[src/rtl/i2c_lt_pkg.sv]
package i2c_lt_pkg;

   localparam int unsigned BYTE_W = 8;

   typedef logic [BYTE_W-1:0] byte_t;

   typedef enum logic [2:0] {
      ST_IDLE,
      ST_ADDR,
      ST_ACK,
      ST_WRITE,
      ST_READ,
      ST_RACK,
      ST_IGNORE
   } bus_state_t;

endpackage

[src/rtl/i2c_lt_sync.sv]
module i2c_lt_sync #(
   parameter int unsigned SYNC_STAGES = 2
) (
   input  logic clk,
   input  logic rst_n,
   input  logic scl_i,
   input  logic sda_i,
   output logic sda_o,
   output logic start_o,
   output logic stop_o,
   output logic scl_rise_o,
   output logic scl_fall_o
);

   if (SYNC_STAGES < 2) begin : g_bad_depth
      $error("SYNC_STAGES must be at least 2");
   end

   logic [SYNC_STAGES-1:0] scl_sh, sda_sh;
   logic                   scl_p, sda_p;
   logic                   scl_s, sda_s;

   assign scl_s = scl_sh[SYNC_STAGES-1];
   assign sda_s = sda_sh[SYNC_STAGES-1];

   // lines idle high, so reset to ones to avoid a false edge
   always_ff @(posedge clk or negedge rst_n) begin
      if (!rst_n) begin
         scl_sh <= '1;
         sda_sh <= '1;
         scl_p  <= 1'b1;
         sda_p  <= 1'b1;
      end else begin
         scl_sh <= {scl_sh[SYNC_STAGES-2:0], scl_i};
         sda_sh <= {sda_sh[SYNC_STAGES-2:0], sda_i};
         scl_p  <= scl_s;
         sda_p  <= sda_s;
      end
   end

   assign sda_o      = sda_s;
   assign start_o    = scl_s & scl_p & sda_p & ~sda_s;
   assign stop_o     = scl_s & scl_p & ~sda_p & sda_s;
   assign scl_rise_o = scl_s & ~scl_p;
   assign scl_fall_o = ~scl_s & scl_p;

endmodule

[src/rtl/i2c_lt_engine.sv]
module i2c_lt_engine
   import i2c_lt_pkg::*;
#(
   parameter logic [6:0] DEV_ADDR = 7'h35
) (
   input  logic  clk,
   input  logic  rst_n,
   input  logic  start_i,
   input  logic  stop_i,
   input  logic  scl_rise_i,
   input  logic  scl_fall_i,
   input  logic  sda_i,
   input  byte_t rd_data_i,
   output byte_t ptr_o,
   output logic  wr_en_o,
   output byte_t wr_addr_o,
   output byte_t wr_data_o,
   output logic  sda_oe_o
);

   bus_state_t st_q;
   logic [2:0] bcnt_q;
   logic [6:0] sh_q;
   logic       oe_q, rw_q, first_q, half_q, acked_q, wr_en_q;
   byte_t      ptr_q, wr_addr_q, wr_data_q;

   always_ff @(posedge clk or negedge rst_n) begin
      if (!rst_n) begin
         st_q      <= ST_IDLE;
         bcnt_q    <= '0;
         sh_q      <= '0;
         oe_q      <= 1'b0;
         rw_q      <= 1'b0;
         first_q   <= 1'b0;
         half_q    <= 1'b0;
         acked_q   <= 1'b0;
         wr_en_q   <= 1'b0;
         ptr_q     <= '0;
         wr_addr_q <= '0;
         wr_data_q <= '0;
      end else begin
         wr_en_q <= 1'b0;
         if (stop_i) begin
            st_q <= ST_IDLE;
            oe_q <= 1'b0;
         end else if (start_i) begin
            st_q    <= ST_ADDR;
            oe_q    <= 1'b0;
            bcnt_q  <= '0;
            first_q <= 1'b1;
         end else begin
            unique case (st_q)
               ST_ADDR: if (scl_rise_i) begin
                  sh_q <= {sh_q[5:0], sda_i};
                  if (bcnt_q == 3'd7) begin
                     bcnt_q <= '0;
                     if (sh_q == DEV_ADDR) begin
                        st_q   <= ST_ACK;
                        rw_q   <= sda_i;
                        half_q <= 1'b0;
                     end else begin
                        st_q <= ST_IGNORE;
                     end
                  end else begin
                     bcnt_q <= bcnt_q + 3'd1;
                  end
               end
               // first falling edge: pull low; second: release and move on
               ST_ACK: if (scl_fall_i) begin
                  if (!half_q) begin
                     oe_q   <= 1'b1;
                     half_q <= 1'b1;
                  end else begin
                     half_q <= 1'b0;
                     bcnt_q <= '0;
                     if (rw_q) begin
                        st_q <= ST_READ;
                        sh_q <= rd_data_i[6:0];
                        oe_q <= ~rd_data_i[7];
                     end else begin
                        st_q <= ST_WRITE;
                        oe_q <= 1'b0;
                     end
                  end
               end
               ST_WRITE: if (scl_rise_i) begin
                  sh_q <= {sh_q[5:0], sda_i};
                  if (bcnt_q == 3'd7) begin
                     bcnt_q <= '0;
                     st_q   <= ST_ACK;
                     half_q <= 1'b0;
                     if (first_q) begin
                        ptr_q   <= {sh_q, sda_i};
                        first_q <= 1'b0;
                     end else begin
                        wr_en_q   <= 1'b1;
                        wr_addr_q <= ptr_q;
                        wr_data_q <= {sh_q, sda_i};
                        ptr_q     <= ptr_q + 8'd1;
                     end
                  end else begin
                     bcnt_q <= bcnt_q + 3'd1;
                  end
               end
               ST_READ: begin
                  if (scl_rise_i) begin
                     bcnt_q <= bcnt_q + 3'd1;
                     if (bcnt_q == 3'd7) begin
                        ptr_q  <= ptr_q + 8'd1;
                        st_q   <= ST_RACK;
                        half_q <= 1'b0;
                     end
                  end else if (scl_fall_i) begin
                     oe_q <= ~sh_q[6];
                     sh_q <= {sh_q[5:0], 1'b0};
                  end
               end
               ST_RACK: begin
                  if (scl_fall_i) begin
                     if (!half_q) begin
                        oe_q <= 1'b0;
                     end else if (acked_q) begin
                        st_q   <= ST_READ;
                        bcnt_q <= '0;
                        sh_q   <= rd_data_i[6:0];
                        oe_q   <= ~rd_data_i[7];
                     end else begin
                        st_q <= ST_IGNORE;
                        oe_q <= 1'b0;
                     end
                  end else if (scl_rise_i) begin
                     acked_q <= ~sda_i;
                     half_q  <= 1'b1;
                  end
               end
               ST_IDLE, ST_IGNORE: ;
               default: st_q <= ST_IDLE;
            endcase
         end
      end
   end

   assign ptr_o     = ptr_q;
   assign wr_en_o   = wr_en_q;
   assign wr_addr_o = wr_addr_q;
   assign wr_data_o = wr_data_q;
   assign sda_oe_o  = oe_q;


   ignore_quiet_chk: assert property (@(posedge clk) disable iff (!rst_n)
      (st_q == ST_IGNORE) |-> !oe_q);


   start_rearm_chk: assert property (@(posedge clk) disable iff (!rst_n)
      (start_i && !stop_i) |=> (st_q == ST_ADDR && !oe_q && first_q));


   nack_release_chk: assert property (@(posedge clk) disable iff (!rst_n)
      (st_q == ST_RACK && half_q && !acked_q && scl_fall_i && !start_i && !stop_i)
      |=> (st_q == ST_IGNORE && !oe_q));


   write_step_chk: assert property (@(posedge clk) disable iff (!rst_n)
      wr_en_q |-> (ptr_q == wr_addr_q + 8'd1));

endmodule

[src/rtl/i2c_lt_regfile.sv]
module i2c_lt_regfile
   import i2c_lt_pkg::*;
#(
   parameter int unsigned NUM_RES = 4,
   parameter int unsigned NUM_CFG = 4
) (
   input  logic                        clk,
   input  logic                        rst_n,
   input  logic                        start_i,
   input  logic                        stop_i,
   input  logic                        conv_valid_i,
   input  logic [BYTE_W*NUM_RES-1:0]   conv_data_i,
   input  logic                        wr_en_i,
   input  byte_t                       wr_addr_i,
   input  byte_t                       wr_data_i,
   input  byte_t                       rd_addr_i,
   output byte_t                       rd_data_o,
   output logic [BYTE_W*NUM_CFG-1:0]   cfg_o,
   output logic                        pend_o
);

   localparam int unsigned RES_W = BYTE_W * NUM_RES;
   localparam int unsigned CFG_W = BYTE_W * NUM_CFG;

   logic [RES_W-1:0] shadow_q, held_q;
   logic [CFG_W-1:0] cfg_w;
   logic             busy_q, pend_q;

   // frozen copy: follows conversions only while no transaction is open
   always_ff @(posedge clk or negedge rst_n) begin
      if (!rst_n) begin
         busy_q   <= 1'b0;
         pend_q   <= 1'b0;
         shadow_q <= '0;
         held_q   <= '0;
      end else if (stop_i) begin
         busy_q <= 1'b0;
         pend_q <= 1'b0;
         if (conv_valid_i)
            shadow_q <= conv_data_i;
         else if (pend_q)
            shadow_q <= held_q;
      end else begin
         if (start_i)
            busy_q <= 1'b1;
         if (conv_valid_i) begin
            if (busy_q) begin
               held_q <= conv_data_i;
               pend_q <= 1'b1;
            end else begin
               shadow_q <= conv_data_i;
            end
         end
      end
   end

   for (genvar g = 0; g < NUM_CFG; g++) begin : g_cfg
      localparam int unsigned SLOT = NUM_RES + g;
      byte_t byte_q;
      always_ff @(posedge clk or negedge rst_n) begin
         if (!rst_n)
            byte_q <= '0;
         else if (wr_en_i && wr_addr_i == 8'(SLOT))
            byte_q <= wr_data_i;
      end
      assign cfg_w[BYTE_W*g +: BYTE_W] = byte_q;
   end

   always_comb begin
      rd_data_o = '0;
      for (int i = 0; i < NUM_RES; i++)
         if (rd_addr_i == 8'(i)) rd_data_o = shadow_q[BYTE_W*i +: BYTE_W];
      for (int j = 0; j < NUM_CFG; j++)
         if (rd_addr_i == 8'(NUM_RES + j)) rd_data_o = cfg_w[BYTE_W*j +: BYTE_W];
   end

   assign cfg_o  = cfg_w;
   assign pend_o = pend_q;


   snap_frozen_chk: assert property (@(posedge clk) disable iff (!rst_n)
      (busy_q && !stop_i) |=> $stable(shadow_q));


   pend_set_chk: assert property (@(posedge clk) disable iff (!rst_n)
      (busy_q && conv_valid_i && !stop_i) |=> pend_q);


   pend_clear_chk: assert property (@(posedge clk) disable iff (!rst_n)
      stop_i |=> !pend_q);


   idle_follow_chk: assert property (@(posedge clk) disable iff (!rst_n)
      (!busy_q && conv_valid_i && !stop_i) |=> (shadow_q == $past(conv_data_i)));

endmodule

[src/rtl/i2c_lockreg_target.sv]
module i2c_lockreg_target
   import i2c_lt_pkg::*;
#(
   parameter logic [6:0]  DEV_ADDR    = 7'h35,
   parameter int unsigned NUM_RES     = 4,
   parameter int unsigned NUM_CFG     = 4,
   parameter int unsigned SYNC_STAGES = 2
) (
   input  logic                      clk,
   input  logic                      rst_n,
   input  logic                      scl_i,
   input  logic                      sda_i,
   output logic                      sda_oe_o,
   input  logic                      conv_valid_i,
   input  logic [8*NUM_RES-1:0]      conv_data_i,
   output logic [8*NUM_CFG-1:0]      cfg_o,
   output logic                      upd_pending_o
);

   localparam int unsigned MAP_SIZE = NUM_RES + NUM_CFG;

   if (NUM_RES < 1 || NUM_CFG < 1 || MAP_SIZE > 256) begin : g_bad_map
      $error("register map must hold 1..256 bytes with both regions present");
   end

   logic  sda_s, start_w, stop_w, rise_w, fall_w, wr_en_w;
   byte_t ptr_w, rd_data_w, wr_addr_w, wr_data_w;

   i2c_lt_sync #(.SYNC_STAGES(SYNC_STAGES)) u_sync (
      .clk        (clk),
      .rst_n      (rst_n),
      .scl_i      (scl_i),
      .sda_i      (sda_i),
      .sda_o      (sda_s),
      .start_o    (start_w),
      .stop_o     (stop_w),
      .scl_rise_o (rise_w),
      .scl_fall_o (fall_w)
   );

   i2c_lt_engine #(.DEV_ADDR(DEV_ADDR)) u_engine (
      .clk        (clk),
      .rst_n      (rst_n),
      .start_i    (start_w),
      .stop_i     (stop_w),
      .scl_rise_i (rise_w),
      .scl_fall_i (fall_w),
      .sda_i      (sda_s),
      .rd_data_i  (rd_data_w),
      .ptr_o      (ptr_w),
      .wr_en_o    (wr_en_w),
      .wr_addr_o  (wr_addr_w),
      .wr_data_o  (wr_data_w),
      .sda_oe_o   (sda_oe_o)
   );

   i2c_lt_regfile #(.NUM_RES(NUM_RES), .NUM_CFG(NUM_CFG)) u_regs (
      .clk          (clk),
      .rst_n        (rst_n),
      .start_i      (start_w),
      .stop_i       (stop_w),
      .conv_valid_i (conv_valid_i),
      .conv_data_i  (conv_data_i),
      .wr_en_i      (wr_en_w),
      .wr_addr_i    (wr_addr_w),
      .wr_data_i    (wr_data_w),
      .rd_addr_i    (ptr_w),
      .rd_data_o    (rd_data_w),
      .cfg_o        (cfg_o),
      .pend_o       (upd_pending_o)
   );

endmodule

[config.mk]
export PLATFORM = sky130hd
export DESIGN_NAME = i2c_lockreg_target
export DESIGN_NICKNAME = d
export VERILOG_FILES = /design/src/rtl/i2c_lt_pkg.sv /design/src/rtl/i2c_lt_sync.sv /design/src/rtl/i2c_lt_engine.sv /design/src/rtl/i2c_lt_regfile.sv /design/src/rtl/i2c_lockreg_target.sv
export SDC_FILE = /design/constraint.sdc
export NUM_CORES = 1
export LEC_CHECK = 0
export BUFFER_PORTS_ARGS = -buffer_cell sky130_fd_sc_hd__buf_2
export CORE_MARGIN = 3
export CORE_UTILIZATION = 64
export DETAILED_ROUTE_END_ITERATION = 6
export HOLD_SLACK_MARGIN = 0.06
export PLACE_DENSITY = 0.85
export SETUP_SLACK_MARGIN = 0.4
export SYNTH_ARGS = -nofsm -noshare
export SYNTH_HDL_FRONTEND = slang
export SYNTH_SLANG_ARGS = --single-unit
[constraint.sdc]
create_clock -name clk -period 2.9 [get_ports clk]
set_input_delay 0.29 -clock clk [delete_from_list [all_inputs] [get_ports clk]]
set_output_delay 0.29 -clock clk [all_outputs]
set_load 0.05 [all_outputs]
# --- Yosys cells after proc, flatten, opt, wreduce, memory -nomap -nowiden ---
# Cells that the tools add are included.
word_totals:
  reg_bits: 147
  elab_cells: 226
  output_inout_bits: 34
  inputBits: 37
op_classes:
  addsub: 2
  eq_ne: 60
  reduce_logical: 34
  n_bitwise: 17
  mux: 89
ops:
  columns: ["operator", "n"]
  rows:
  - ["$mux 32", 5]
  - ["$mux 8", 13]
  - ["$mux 3", 23]
  - ["$eq 8x3->1 const B", 8]
  - ["$mux 7", 9]
  - ["$mux 1", 32]
  - ["$ne 4x4->1 const B", 7]
  - ["$pmux 7 s4", 1]
  - ["$ne 2x1->1 const B", 11]
  - ["$reduce_and 11->1", 2]
  - ["$ne 2x2->1 const B", 10]
  - ["$ne 4x3->1 const B", 5]
  - ["$pmux 3 s6", 1]
  - ["$eq 8x2->1 const B", 2]
  - ["$pmux 8 s2", 1]
  - ["$reduce_bool 2->1", 8]
  - ["$eq 3x3->1 const B", 4]
  - ["$ne 3x3->1 const B", 4]
  - ["$pmux 3 s4", 1]
  - ["$reduce_and 12->1", 1]
  - ["$reduce_and 6->1", 2]
  - ["$not 1->1", 10]
  - ["$reduce_and 5->1", 2]
  - ["$reduce_bool 5->1", 2]
  - ["22 further kinds", 38]

# --- Depth between registers and ports, before layout ---
depth:
  word_depth: 16
  mapped_depth: 10
  depth_no_buf: 8

# --- Hierarchy ---
# A second synthesis with hierarchy kept.
unflattened:
  hier_cells: 598
  hier_area_um2: 7259.5
by_module_without_submodules:
  columns: ["module", "n_inst", "seq_area_each_um2", "area_per_inst_um2", "cells_per_inst"]
  rows:
  - ["i2c_lt_regfile", 1, 2452.4, 4531.8, 351]
  - ["i2c_lt_engine", 1, 1076.0, 2534.9, 237]
  - ["i2c_lt_sync", 1, 157.7, 192.7, 10]

# --- Worst setup path before layout ---
# Ideal clock, no wire load.
synth_path:
  kind: "reg2reg"
  startpoint: "register u_engine.ptr_q[0] (netlist: u_engine.ptr_o[0])"
  endpoint: "register u_engine.sh_q[1]"
  path_stages_with_launch: 10
  slack_ns: 1.030
  setup_time_ns: 0.123
  path_buffers: 1
  synth_period_minus_slack_ns: 1.870
  arrival_ns: 1.747
  required_ns: 2.777
  path_cell_list: "dfrtp_1 > inv_1 > ha_1 > buf_2 > or2_2 > nor2_1 > o22ai_1 > a211o_1 > nand4_1 > a21oi_1"
synth_via:
  elab_chain_cells: 13
  word_cells_on_any_way: 23
  classes_between: "7 x eq/ne; 15 x mux; 1 x reduce/logical"
synth_lines:
  columns: ["element", "line_no", "rtl"]
  rows:
  - ["start: declaration", "i2c_lt_engine.sv:25", "byte_t ptr_q, wr_addr_q, wr_data_q;"]
  - ["start signal: assignment", "i2c_lt_engine.sv:93", "ptr_q <= {sh_q, sda_i};"]
  - ["start signal: assignment", "i2c_lt_engine.sv:99", "ptr_q <= ptr_q + 8'd1;"]
  - ["start signal: assignment", "i2c_lt_engine.sv:109", "ptr_q <= ptr_q + 8'd1;"]
  - ["$logic_not 8->1", "i2c_lt_regfile.sv:72", "if (rd_addr_i == 8'(i)) rd_data_o = shadow_q[BYTE_W*i +: BYTE_W];"]
  - ["$mux 8 (4 in series)", "i2c_lt_regfile.sv:72", null]
  - ["$mux 8 (3 in series)", "i2c_lt_regfile.sv:74", "if (rd_addr_i == 8'(NUM_RES + j)) rd_data_o = cfg_w[BYTE_W*j +: BYTE_W];"]
  - ["$mux 8 *", "i2c_lt_regfile.sv:74", null]
  - ["$mux 7 (on tied branches)", "i2c_lt_engine.sv:122, i2c_lt_engine.sv:76", null]
  - ["$mux 7 (on tied branches)", "i2c_lt_engine.sv:120, i2c_lt_engine.sv:70", null]
  - ["$mux 7 (on tied branches)", "i2c_lt_engine.sv:119, i2c_lt_engine.sv:69", null]
  - ["$pmux 7 s4 *", "i2c_lt_engine.sv:52", "unique case (st_q)"]
  - ["end signal: assignment", "i2c_lt_engine.sv:54", "sh_q <= {sh_q[5:0], sda_i};"]
  - ["end signal: assignment", "i2c_lt_engine.sv:115", "sh_q <= {sh_q[5:0], 1'b0};"]
  - ["end signal: assignment", "i2c_lt_engine.sv:125", "sh_q <= rd_data_i[6:0];"]
  - ["end: declaration", "i2c_lt_engine.sv:23", "logic [6:0] sh_q;"]
# Every way passes the cells marked *; elsewhere a longest branch is shown, timed or not. The select of a mux whose other input is x is not followed.
# A chain may end at the register's enable or synchronous reset.

# --- Worst setup path in the final report ---
layout_path:
  startpoint: "register u_engine.st_q[0]"
  endpoint: "register u_engine.wr_data_q[1] (netlist: u_engine.wr_data_o[1])"
layout_via:
  elab_chain_cells: 2
layout_lines:
  columns: ["element", "line_no", "rtl"]
  rows:
  - ["start: declaration", "i2c_lt_engine.sv:21", "bus_state_t st_q;"]
  - ["start signal: assignment", "i2c_lt_engine.sv:29", "st_q <= ST_IDLE;"]
  - ["start signal: assignment", "i2c_lt_engine.sv:44", "st_q <= ST_IDLE;"]
  - ["start signal: assignment", "i2c_lt_engine.sv:47", "st_q <= ST_ADDR;"]
  - ["$eq 3x2->1", "i2c_lt_engine.sv:52", null]
  - ["$reduce_and 6->1 (no source line)", null, null]
  - ["end signal: assignment", "i2c_lt_engine.sv:98", "wr_data_q <= {sh_q, sda_i};"]
  - ["end: declaration", "i2c_lt_engine.sv:25", null]
# No other way between the ends.

==> metrics.md <==
| Metric | Value |
|---|---|
| Worst Setup Start Kind | `flop` |
| Post-synth EDFFs | `0` |
| CP max FO | `18` |
| DRT Pass-1 Iters | `7` |
| Worst-path clk slew | `roughly 60 ps` |
| Synth area leader | `dfrtp_1` |
| Clock Path Buffers | `2` |
| # diodes | `0` |
| Sink Count | `around 150` |
| Die Y | `roughly 110 um` |
| Number of global-route vias before repair | `5867` |
| Ys async rst share | `100%` |
| Total die area | `around 13000 um^2` |
| #FFs+latches synth | `roughly 150` |
| Slew at the pin with the worst max-slew slack | `817 ps` |
| GRT Util Overall | `between 30% and 40%` |
| Status | `finished clean` |
| Layout cells sized above 1 | `approximately 29%` |
| CP max stage delay | `approximately 760 ps` |
| Worst Setup End Kind | `flop` |
| Drt initial violations | `628` |
| TritonCTS clock tree | `yes` |
| Postcts setup bufs | `0` |
| Mapped Area | `7190 um^2` |
| Period utilization | `about four fifths` |
| Via-per-instance ratio | `6.38` |
| Arr. time, crit path | `2680 ps` |
| Post-Syn Instances | `around 660` |
| Worst-Skew Late Latency | `about 540 ps` |
| Worst Hold Class | `primary input to asynchronous set/reset pin` |
| Residual DRC | `0` |
| Syn_nets | `approximately 710` |
| Ports | `71` |
| Worst VDD drop | `~0.00056 V` |
| Routability cong. | `about 0.97` |
| Antenna-violating nets left | `0` |
| Largest net degree at the start of global routing | `slightly above 80` |
| CTS Buf Count | `17` |
| Total grt overflow | `0` |
| Die width | `about 110 um` |
| Setup TNS | `0 ps` |
| Commonest non-fill, non-tap cell in the layout | `dfrtp_1` |
| CP max-delay cell | `dfrtp_1` |
| Synth area leaders | `dfrtp_1 (49%), mux2_2 (12%), a21oi_1 (5.1%)` |
| Fin util | `between 70% and 80%` |
| Seq/Total Area, Yosys | `51.3%` |
| Critical path class | `flop to flop` |
| Fill cells | `623` |
| Ys Warns | `0` |
| Post-DR wirelength/cell | `just over 20 um` |
| Effective utilization at floorplan | `around two thirds` |
| HPWL Detailed | `approximately 12 mm` |
| Clock Skew | `between 10 and 15 ps` |
| Core Area | `~11000 um^2` |
| Max_cap viols | `0` |
| Post-synth top area share | `between 40% and 50%` |
| Pwr dens | `723 nW/um^2` |
| Fin. max-slew vios | `0` |
| Final Hold Vio Count | `0` |
| Rel. slew slack | `between 40 and 50%` |
| Syn-to-layout area delta | `18.7%` |
| Final Setup Violations | `0` |
| LEAKAGE | `approximately 3.8 nW` |
| Initial antenna violation count | `0` |
| Final wirelength | `between 15 and 20 mm` |
| Port bufs | `70` |
| Top_reg_cell synth | `dfrtp_1` |
| Req. time, crit path | `3310 ps` |
| Power Total | `between 0.006 and 0.007 W` |
| Fin nets | `799` |
| RSZ-0062 raised after global routing | `no` |
| Cell chain of the critical path | `nand2b_2, nor2_2, nand2_1, nor2_4, mux2_2` |
| Highest Clock Rate | `~440 MHz` |
| Clk Tree Root Cell | `clkbuf_8` |
| Row Count | `38` |
| H-tree depth | `4` |
| Post-synth cell types | `67` |
| Most frequent cells in the layout | `dfrtp_1 (141), mux2_2 (79), a21oi_1 (73)` |
| First-pass GRT wire length | `about 30 mm` |
| Syn Area/Cell | `about 11 um^2` |
| Via count | `5796` |
| Min Tclk post-route | `2270 ps` |
metal layers:
metal,up-vias,wire length (um),global-route usage (%)
met4,0,825,13.0
met3,84,1230,6.30
met5,-,0,0
met2,311,9570,52.8
li1,2576,-,-
met1,2825,7160,38.5
final timing paths:
path	start	end	slack (ps)	cells after the start
min in group clk	u_sync.scl_sh[0]	u_sync.scl_sh[1]	350	0
setup reg to reg	u_engine.st_q[0]	u_engine.wr_data_o[1]	630	5
hold / removal	rst_n	u_engine.half_q	300	2
hold reg to reg	u_sync.scl_sh[0]	u_sync.scl_sh[1]	350	0
max in group asynchronous	rst_n	u_regs.held_q[8]	1770	3
setup / recovery	u_engine.st_q[0]	u_engine.wr_data_o[1]	630	5
worst max-delay path, delay by kind of cell, from the launching register on:
kind | cells | cell delay, ps
mux | 1 | 410
simple gates | 4 | 960
flops | 1 | 760
layout make-up:
cell class | count | area (um^2) | area share (%)
Tap cell | 140 | 175 | 2.05
Clock inverter | 9 | 128 | 1.49
Multi-Input combinational cell | 462 | 3250 | 38.0
Timing Repair Buffer | 112 | 772 | 9.04
Clock buffer | 22 | 473 | 5.54
Inverter | 16 | 60.1 | 0.703
Sequential cell | 147 | 3690 | 43.2
kinds of logic after synthesis:
family,count (synthesis),synth area share [%]
AO/OA/AOI/OAI,172,14.4
XOR/XNOR,1,0.122
adder cells (fa/ha/maj),6,1.04
buffers and inverters,53,3.86
flip-flops,147,51.3
multiplexers,115,17.4
AND/OR/NAND/NOR,168,11.8
repair_timing:
action / 4_1_cts / 5_1_grt
hold endpoints to repair: 99 / 0
resized for setup: 0 / 2
hold buffers: 35 / 0
setup endpoints to repair: 0 / 6
metrics by stage:
| stage | instances | hold WS, ps | setup WS [ps] | instance area (um^2) |
|---|---|---|---|---|
| after floorplan | 662 | -5.59 | 1030 | 7190 |
| after global placement | 842 | 313 | 699 | 7580 |
| after detailed placement | 842 | 321 | 542 | 7580 |
| after CTS | 908 | 321 | 541 | 8530 |
| after global routing | 908 | 344 | 490 | 8540 |
| final | 908 | 305 | 634 | 8540 |
registers in the layout, summed over array words and instances (netlist names), 2 cells and up:
signal and count:
u_engine.wr_data_o 8, u_regs.held_q 32, u_engine.ptr_o 8, u_engine.bcnt_q 3
u_regs.shadow_q 32, u_regs.g_cfg.byte_q 32, u_engine.sh_q 7, u_sync.sda_sh 2
u_engine.wr_addr_o 8, u_sync.scl_sh 2, u_engine.st_q 3
cells in the mapped netlist, types with 8 or more instances:
library cell	n
dfrtp_1	141
mux2_2	79
inv_1	15
a31oi_1	11
clkbuf_1	8
o22ai_1	14
a21oi_1	73
nor2_1	48
nand2_1	49
mux2i_1	35
buf_2	17
o21ai_0	32
nor2b_1	11
nand3_1	18
power breakdown:
part | internal (W) | switching, W | total, W | leakage [nW]
clock network | 0.00139 | 0.000833 | 0.00223 | 0.289
logic | 0.000533 | 0.000652 | 0.00118 | 1.65
registers | 0.00241 | 0.000358 | 0.00276 | 1.83
total | 0.00433 | 0.00184 | 0.00618 | 3.77
Note: power is estimated with default switching activity, not from simulation.
